$ cat src/rtl/pal_pkg.sv
package pal_pkg;
  typedef enum logic [0:0] {
    RD_COMB = 1'b0,
    RD_REG  = 1'b1
  } rd_mode_e;
endpackage

$ cat src/rtl/pal_addr_fold.sv
module pal_addr_fold #(
  parameter int AW = 5
) (
  input  logic [AW-1:0] addr_in,
  output logic [AW-1:0] slot_out
);
  logic is_alias;

  always_comb begin
    is_alias = addr_in[AW-1] && (addr_in[1:0] == 2'b00);
    slot_out = addr_in;
    if (is_alias) begin
      slot_out[AW-1] = 1'b0;
    end
  end
endmodule

$ cat src/rtl/pal_store.sv
module pal_store #(
  parameter int AW = 5,
  parameter int CW = 6
) (
  input  logic          clk,
  input  logic          rst_n,
  input  logic          we,
  input  logic [AW-1:0] wslot,
  input  logic [CW-1:0] wdata,
  input  logic [AW-1:0] rslot,
  output logic [CW-1:0] rdata
);
  localparam int DEPTH = 1 << AW;

  logic [DEPTH-1:0][CW-1:0] cell_q;
  logic [DEPTH-1:0][CW-1:0] cell_nxt;

  always_comb begin
    cell_nxt = cell_q;
    if (we) begin
      cell_nxt[wslot] = wdata;
    end
  end

  always_ff @(posedge clk or negedge rst_n) begin
    if (!rst_n) begin
      cell_q <= '0;
    end else if (we) begin
      cell_q <= cell_nxt;
    end
  end

  assign rdata = cell_q[rslot];

  AST_WRITE_LANDS: assert property (@(posedge clk) disable iff (!rst_n)
    we |=> (cell_q[$past(wslot)] == $past(wdata))) else $error("write lost");
  AST_IDLE_HOLD: assert property (@(posedge clk) disable iff (!rst_n)
    !we |=> (cell_q == $past(cell_q))) else $error("entry changed without strobe");
endmodule

$ cat src/rtl/pal_read_stage.sv
module pal_read_stage #(
  parameter int                DW        = 8,
  parameter int                CW        = 6,
  parameter logic [DW-1:0]     GRAY_KEEP = 8'h30,
  parameter pal_pkg::rd_mode_e RD_MODE   = pal_pkg::RD_REG
) (
  input  logic          clk,
  input  logic          rst_n,
  input  logic [CW-1:0] raw,
  input  logic          gray_en,
  output logic [DW-1:0] rd_data
);
  localparam int PAD = DW - CW;

  logic [DW-1:0] wide;
  logic [DW-1:0] shaped;

  always_comb begin
    wide   = {{PAD{1'b0}}, raw};
    shaped = gray_en ? (wide & GRAY_KEEP) : wide;
  end

  generate
    if (RD_MODE == pal_pkg::RD_REG) begin : g_reg
      logic [DW-1:0] rd_q;
      logic [DW-1:0] rd_nxt;

      always_comb begin
        rd_nxt = shaped;
      end

      always_ff @(posedge clk or negedge rst_n) begin
        if (!rst_n) begin
          rd_q <= '0;
        end else begin
          rd_q <= rd_nxt;
        end
      end

      assign rd_data = rd_q;

      AST_GRAY_MASK: assert property (@(posedge clk) disable iff (!rst_n)
        gray_en |=> ((rd_data & ~GRAY_KEEP) == '0)) else $error("gray mask leak");
    end else begin : g_comb
      assign rd_data = shaped;

      AST_GRAY_MASK: assert property (@(posedge clk) disable iff (!rst_n)
        gray_en |-> ((rd_data & ~GRAY_KEEP) == '0)) else $error("gray mask leak");
    end
  endgenerate
endmodule

$ cat src/rtl/palette_mirror_mem.sv
module palette_mirror_mem #(
  parameter int                AW        = 5,
  parameter int                DW        = 8,
  parameter int                CW        = 6,
  parameter logic [DW-1:0]     GRAY_KEEP = 8'h30,
  parameter pal_pkg::rd_mode_e RD_MODE   = pal_pkg::RD_REG
) (
  input  logic          clk,
  input  logic          rst_n,
  input  logic          wr_en,
  input  logic [AW-1:0] wr_addr,
  input  logic [DW-1:0] wr_data,
  input  logic [AW-1:0] rd_addr,
  input  logic          gray_en,
  output logic [DW-1:0] rd_data
);
  logic [AW-1:0] wr_slot;
  logic [AW-1:0] rd_slot;
  logic [CW-1:0] raw;
  logic          unused_hi;

  assign unused_hi = ^wr_data[DW-1:CW];

  pal_addr_fold #(.AW(AW)) u_fold_wr (.addr_in(wr_addr), .slot_out(wr_slot));
  pal_addr_fold #(.AW(AW)) u_fold_rd (.addr_in(rd_addr), .slot_out(rd_slot));

  pal_store #(.AW(AW), .CW(CW)) u_store (
    .clk   (clk),
    .rst_n (rst_n),
    .we    (wr_en),
    .wslot (wr_slot),
    .wdata (wr_data[CW-1:0]),
    .rslot (rd_slot),
    .rdata (raw)
  );

  pal_read_stage #(.DW(DW), .CW(CW), .GRAY_KEEP(GRAY_KEEP), .RD_MODE(RD_MODE)) u_rd (
    .clk     (clk),
    .rst_n   (rst_n),
    .raw     (raw),
    .gray_en (gray_en),
    .rd_data (rd_data)
  );

  AST_HI_ZERO: assert property (@(posedge clk) disable iff (!rst_n)
    rd_data[DW-1:CW] == '0) else $error("upper read bits set");
  AST_ALIAS_FOLD: assert property (@(posedge clk) disable iff (!rst_n)
    (rd_addr[AW-1] && rd_addr[1:0] == 2'b00) |->
    (!rd_slot[AW-1] && rd_slot[AW-2:0] == rd_addr[AW-2:0])) else $error("alias not folded");
  AST_PLAIN_IDENT: assert property (@(posedge clk) disable iff (!rst_n)
    !(wr_addr[AW-1] && wr_addr[1:0] == 2'b00) |-> (wr_slot == wr_addr)) else $error("plain address moved");
endmodule

$ cat config.mk
export PLATFORM = sky130hd
export DESIGN_NAME = palette_mirror_mem
export DESIGN_NICKNAME = d
export VERILOG_FILES = /design/src/rtl/pal_pkg.sv /design/src/rtl/pal_addr_fold.sv /design/src/rtl/pal_store.sv /design/src/rtl/pal_read_stage.sv /design/src/rtl/palette_mirror_mem.sv
export SDC_FILE = /design/constraint.sdc
export NUM_CORES = 1
export LEC_CHECK = 0
export BUFFER_PORTS_ARGS = -buffer_cell sky130_fd_sc_hd__clkbuf_2
export CAP_MARGIN = 20
export CORE_ASPECT_RATIO = 1.5
export CORE_MARGIN = 5
export CORE_UTILIZATION = 56
export CTS_BUF_LIST = sky130_fd_sc_hd__clkbuf_16
export CTS_CLUSTER_SIZE = 24
export DETAILED_ROUTE_END_ITERATION = 12
export HOLD_SLACK_MARGIN = 0.03
export PLACE_DENSITY = 0.76
export SLEW_MARGIN = 0
export SYNTH_ARGS = -nofsm -noshare
export SYNTH_HDL_FRONTEND = slang
export SYNTH_HIERARCHICAL = 1
export SYNTH_SLANG_ARGS = --single-unit
export TNS_END_PERCENT = 1
$ cat constraint.sdc
create_clock -name clk -period 1.8 [get_ports clk]
set_input_delay 0 -clock clk [delete_from_list [all_inputs] [get_ports clk]]
set_output_delay 0 -clock clk [all_outputs]
set_load 0.01 [all_outputs]
# == Word-level counts from Yosys, hierarchy flattened ==
# Cells that the tools add are included.
# totals
out_inout_bits,8
elab_cells,49
regBits,198
input_bits,22
# classes
muxes,8
order_cmp,3
n_reduce_logical,5
# op_table
cell,count
bitwise mux 192 bit,1
binary-select mux 6 bit (select 5 bit),1
demux 6 bit (select 5 bit),1
"< comparator 5 x 6 -> 1 bit, second input constant",2
two-way mux 6 bit,2
">= comparator 5 x 1 -> 1 bit, second input constant",1
zero test 2 bit,2
two-way mux 4 bit,1
logical AND 1 bit,3
two-way mux 1 bit,2

# == Logic depth before layout (Yosys ltp) ==
# logic_depth
ltp_word,8
depth_mapped,7
mapped_depth_nobuf,4

# == Cells and area by module ==
# The synthesis kept the hierarchy.
# modules_own_cells
mod,n_inst,cells_each,seq_area_each_um2,area_each_um2
pal_store,1,529,4804.6,8777.2
pal_read_stage,1,13,150.1,193.9
pal_addr_fold,2,5,0.0,37.5

# == Worst setup path after synthesis ==
# OpenSTA, ideal clock, no wires.
# synth_timing
path_kind,input -> register
start,input rd_addr[2]
end,register u_rd.g_reg.rd_q[0] (netlist: u_rd/rd_data[0])
setup_ns,0.118
path_stages,7
arrival_ns,1.933
setup_slack_ns,-0.251
path_buffers,3
required_time_ns,1.682
cell_sequence,buf_4 -> clkbuf_1 -> clkbuf_1 -> mux4_2 -> mux4_2 -> mux2_2 -> nor2b_1
# synth_between
elab_chain_len,3
# synth_rtl
element,line_no,text
start: declaration,palette_mirror_mem.sv:13,"input logic [AW-1:0] rd_addr,"
binary-select mux 6 bit (select 5 bit),pal_store.sv:33,assign rdata = cell_q[rslot];
two-way mux 6 bit (not written as such),pal_store.sv:33,
net raw[0],palette_mirror_mem.sv:19,logic [CW-1:0] raw;
two-way mux 4 bit,pal_read_stage.sv:20,shaped = gray_en ? (wide & GRAY_KEEP) : wide;
net u_rd.g_reg.rd_nxt[0],pal_read_stage.sv:26,logic [DW-1:0] rd_nxt;
end signal: assignment,pal_read_stage.sv:36,rd_q <= rd_nxt;
end: declaration,pal_read_stage.sv:25,logic [DW-1:0] rd_q;
# The timed path passes the listed nets, and every way through them passes these cells. The select of a mux whose other input is x is not followed.
# A chain may end at the register's enable or synchronous reset.

# == Worst setup path after layout ==
# layout_timing
start,register u_store/cell_q[80] (netlist name)
end,register u_rd.g_reg.rd_q[2] (netlist: u_rd/rd_data[2])
# layout_between
elab_chain_len,3
# layout_rtl
element,line_no,text
start: declaration,pal_store.sv:15,logic [DEPTH-1:0][CW-1:0] cell_q;
start signal: assignment,pal_store.sv:29,cell_q <= cell_nxt;
binary-select mux 6 bit (select 5 bit),pal_store.sv:33,
two-way mux 6 bit (not written as such),pal_store.sv:33,
net raw[2],palette_mirror_mem.sv:19,
two-way mux 4 bit,pal_read_stage.sv:20,
net u_rd.g_reg.rd_nxt[2],pal_read_stage.sv:26,
# The timed path passes the listed nets, and every way through them passes these cells. The select of a mux whose other input is x is not followed.

==> metrics.md <==
| Metric | Value |
|---|---|
| Critical-path top delay cell | `mux4_2` |
| WS Path Type | `register to register` |
| Worst slew margin | `51.96%` |
| IO Pins | `30` |
| Max-slew violations | `0` |
| Violated checks | `negative hold slack, negative setup slack` |
| ANT cells | `0` |
| Final core occ | `63.84%` |
| Top achievable clock speed | `513.5 MHz` |
| Initial Util | `56.37%` |
| Combinational power share | `16.7%` |
| Gr usage total | `23.96%` |
| Placed Area | `0.009622 mm2` |
| Fin crit share | `108.2%` |
| First-pass GRT wire length | `33650 um` |
| Crit path largest cell delay | `0.52 ns` |
| Final GP Congestion | `0.8487` |
| Overall power | `11.48 mW` |
| Worst-case clock skew | `0.007049 ns` |
| Worst Path Required | `2.13 ns` |
| HP Class | `input port to register` |
| DR pass1 iterations | `4` |
| Leakage power | `4.715 nW` |
| ANT nets after route | `0` |
| Switch share | `25.91%` |
| Worst Path Arrival | `2.28 ns` |
| Pin count of the biggest net entering global routing | `64` |
| Root buffer cell | `clkbuf_16` |
| Number of synthesized register bits | `198` |
| Pwr dens | `1121 mW/mm2` |
| Wire per inst | `25.38 um` |
| Vias per std cell | `6.137` |
| Crit. End Element | `register` |
| WP buf/inv | `0` |
| Pint | `8.509 mW` |
| Worst setup slack after layout | `-0.1475 ns` |
| Cell Area, Synth | `0.009046 mm2` |
| Flop pwr share | `50.5%` |
| Slew @ Worst Pin | `0.7206 ns` |
| Cells after Synth | `552` |
| Commonest non-fill, non-tap cell in the layout | `dfrtp_1` |
| Min Hold Slack | `-0.2056 ns` |
| Synth warn | `6` |
| Clk_lat worst skew | `0.44 ns` |
| Via count | `5014` |
| Avg Cell Area, Syn | `16.39 um2` |
| Crit start category | `register` |
| Critical-path cell list | `mux4_2, mux4_2, mux2_4, nor2b_1` |
| Die ar. | `0.01885 mm2` |
| Switching Power | `2.976 mW` |
| Die height | `165.7 um` |
| Initial antenna violation count | `0` |
| Setup violators final | `6` |
| Remaining global-route overflow | `0` |
| Max Cap Violations | `0` |
| Most used cell, CP | `mux4_2` |
| Hold-fix buffers, CTS | `2` |
| Placed cell count | `782` |
| Vias in the first global route | `5688` |
| Power share of the clock group | `32.8%` |
| H-tree depth | `4` |
| Port bufs | `25` |
| Core box area | `0.01605 mm2` |
| Final wirelength | `20730 um` |
| DP HPWL | `14180 um` |
| Finished Layout Cells | `817` |
| Peak VDD IR | `688.0 uV` |
| CP max FO | `2` |
| Crit path time final | `1.948 ns` |
| CTS tree | `yes` |
| Total CTS buffers | `17` |
| Post-synth cell types | `23` |
| Iteration-0 DRC Markers | `249` |
| Clock Path Buffers | `2` |
| Share of the yosys chip area belonging to registers | `54.77%` |
| Crit-path leading delay family | `multiplexers` |
| Clock slew at reported path FFs | `0.07 ns` |
| RSZ-0062 raised after global routing | `true` |
| Hold Vio Cnt, Final | `4` |
| Row count | `57` |
| DRC Markers | `0` |
| Nets | `620` |
| Fraction of layout cells with a size suffix above 1 | `26.19%` |
| Fin area | `0.01024 mm2` |
| Status | `finished with violations` |
| Sink Count | `198` |
| Most frequent cells in the layout | `dfrtp_1, mux2_1, mux4_2` |
| Area growth syn-to-layout | `13.25%` |
| Chip width | `113.8 um` |
through the flow:
stage                     setup TNS [ns]  setup slack (ns)
after floorplan                        0          0.001737
after global placement           -0.7577           -0.1731
after detailed placement         -0.8905           -0.1619
after CTS                        -0.4567           -0.1348
after global routing             -0.6287           -0.1545
final                            -0.5265           -0.1475
area by class of cell:
type,instances,area [um2]
repair buffers,67,569.3
flip-flops and latches,198,4955
well taps,206,257.7
fillers,1154,5802
clock buffers,17,425.4
multi-input cells,314,3882
clock inverters,15,155.1
worst reg2reg max path, delay by kind of cell (launching register included):
family        cells  cell delay, ns
mux               3            1.33
flops             1            0.38
simple gates      1            0.13
kinds of logic (layout without fill, tap and decap cells):
family | after synthesis | in the layout | synth area share, %
flip-flops | 198 | 198 | 54.77
multiplexers | 258 | 258 | 39.71
other | 1 | 2 | 0.04145
buffers and inverters | 41 | 99 | 2.434
AO/OA/AOI/OAI | 2 | 2 | 0.1659
AND/OR/NAND/NOR | 52 | 52 | 2.877
layer usage:
metal	GRT usage [%]	part of all wire (%)	wire length (um)	vias to the layer above
met5	0	0	0	-
met4	11.63	4.0	821	0
met3	4.854	4.2	868	40
met2	40.34	54	11210	123
met1	29.35	38	7834	2706
li1	-	-	-	2145
Yosys cell counts, drive strengths merged:
library cell  count  area [um2]
mux2            198        2230
dfrtp           198        4955
mux4             60        1363
buf              16       126.4
nand3             2       10.01
and3b             2       17.52
nor2b             4       25.02
nor3b             4       30.03
and3              1       6.260
or3b              1       8.760
o21a              2       15.01
nor2             16       60.06
conb              1       3.750
nand2            16       60.06
nor3              1       5.000
nand3b            5       37.54
clkbuf           25       93.84
path summary, 6_finish.rpt:
kind	startpoint	endpoint	slack [ns]	cells past startpoint
setup / recovery	u_store/cell_q[80]$_DFFE_PN0P_	u_rd/rd_data[2]$_DFF_PN0_	-0.15	4
hold / removal	gray_en	u_rd/rd_data[1]$_DFF_PN0_	-0.21	2
setup reg to reg	u_store/cell_q[80]$_DFFE_PN0P_	u_rd/rd_data[2]$_DFF_PN0_	-0.15	4
hold reg to reg	u_store/cell_q[178]$_DFFE_PN0P_	u_store/cell_q[178]$_DFFE_PN0P_	0.48	1
max in group asynchronous	rst_n	u_store/cell_q[86]$_DFFE_PN0P_	0.95	3
min in group asynchronous	rst_n	u_store/cell_q[40]$_DFFE_PN0P_	0.13	2
sequential cells by signal (all words and copies together), names as in the netlist:
name / cells
u_store/cell_q: 192
u_rd/rd_data: 6
timing repair:
item / 4_1_cts / 5_1_grt
cloned: 0 / 0
endpoints found under the setup margin: 6 / 6
resized for setup: 3 / 1
endpoints found under the hold margin: 162 / 4
setup buffers: 1 / 0
power groups by stage:
stage | Clock, mW | Combinational [mW] | Sequential (mW)
2_1_floorplan | 0 | 1.34 | 5.69
3_3_place_gp | 0 | 1.82 | 5.79
3_5_place_dp | 0 | 1.89 | 5.88
4_1_cts | 3.83 | 1.94 | 5.80
5_1_grt | 4.03 | 2.08 | 5.90
6_report | 3.76 | 1.92 | 5.80
No activity file was read; power rests on OpenSTA's default activity.
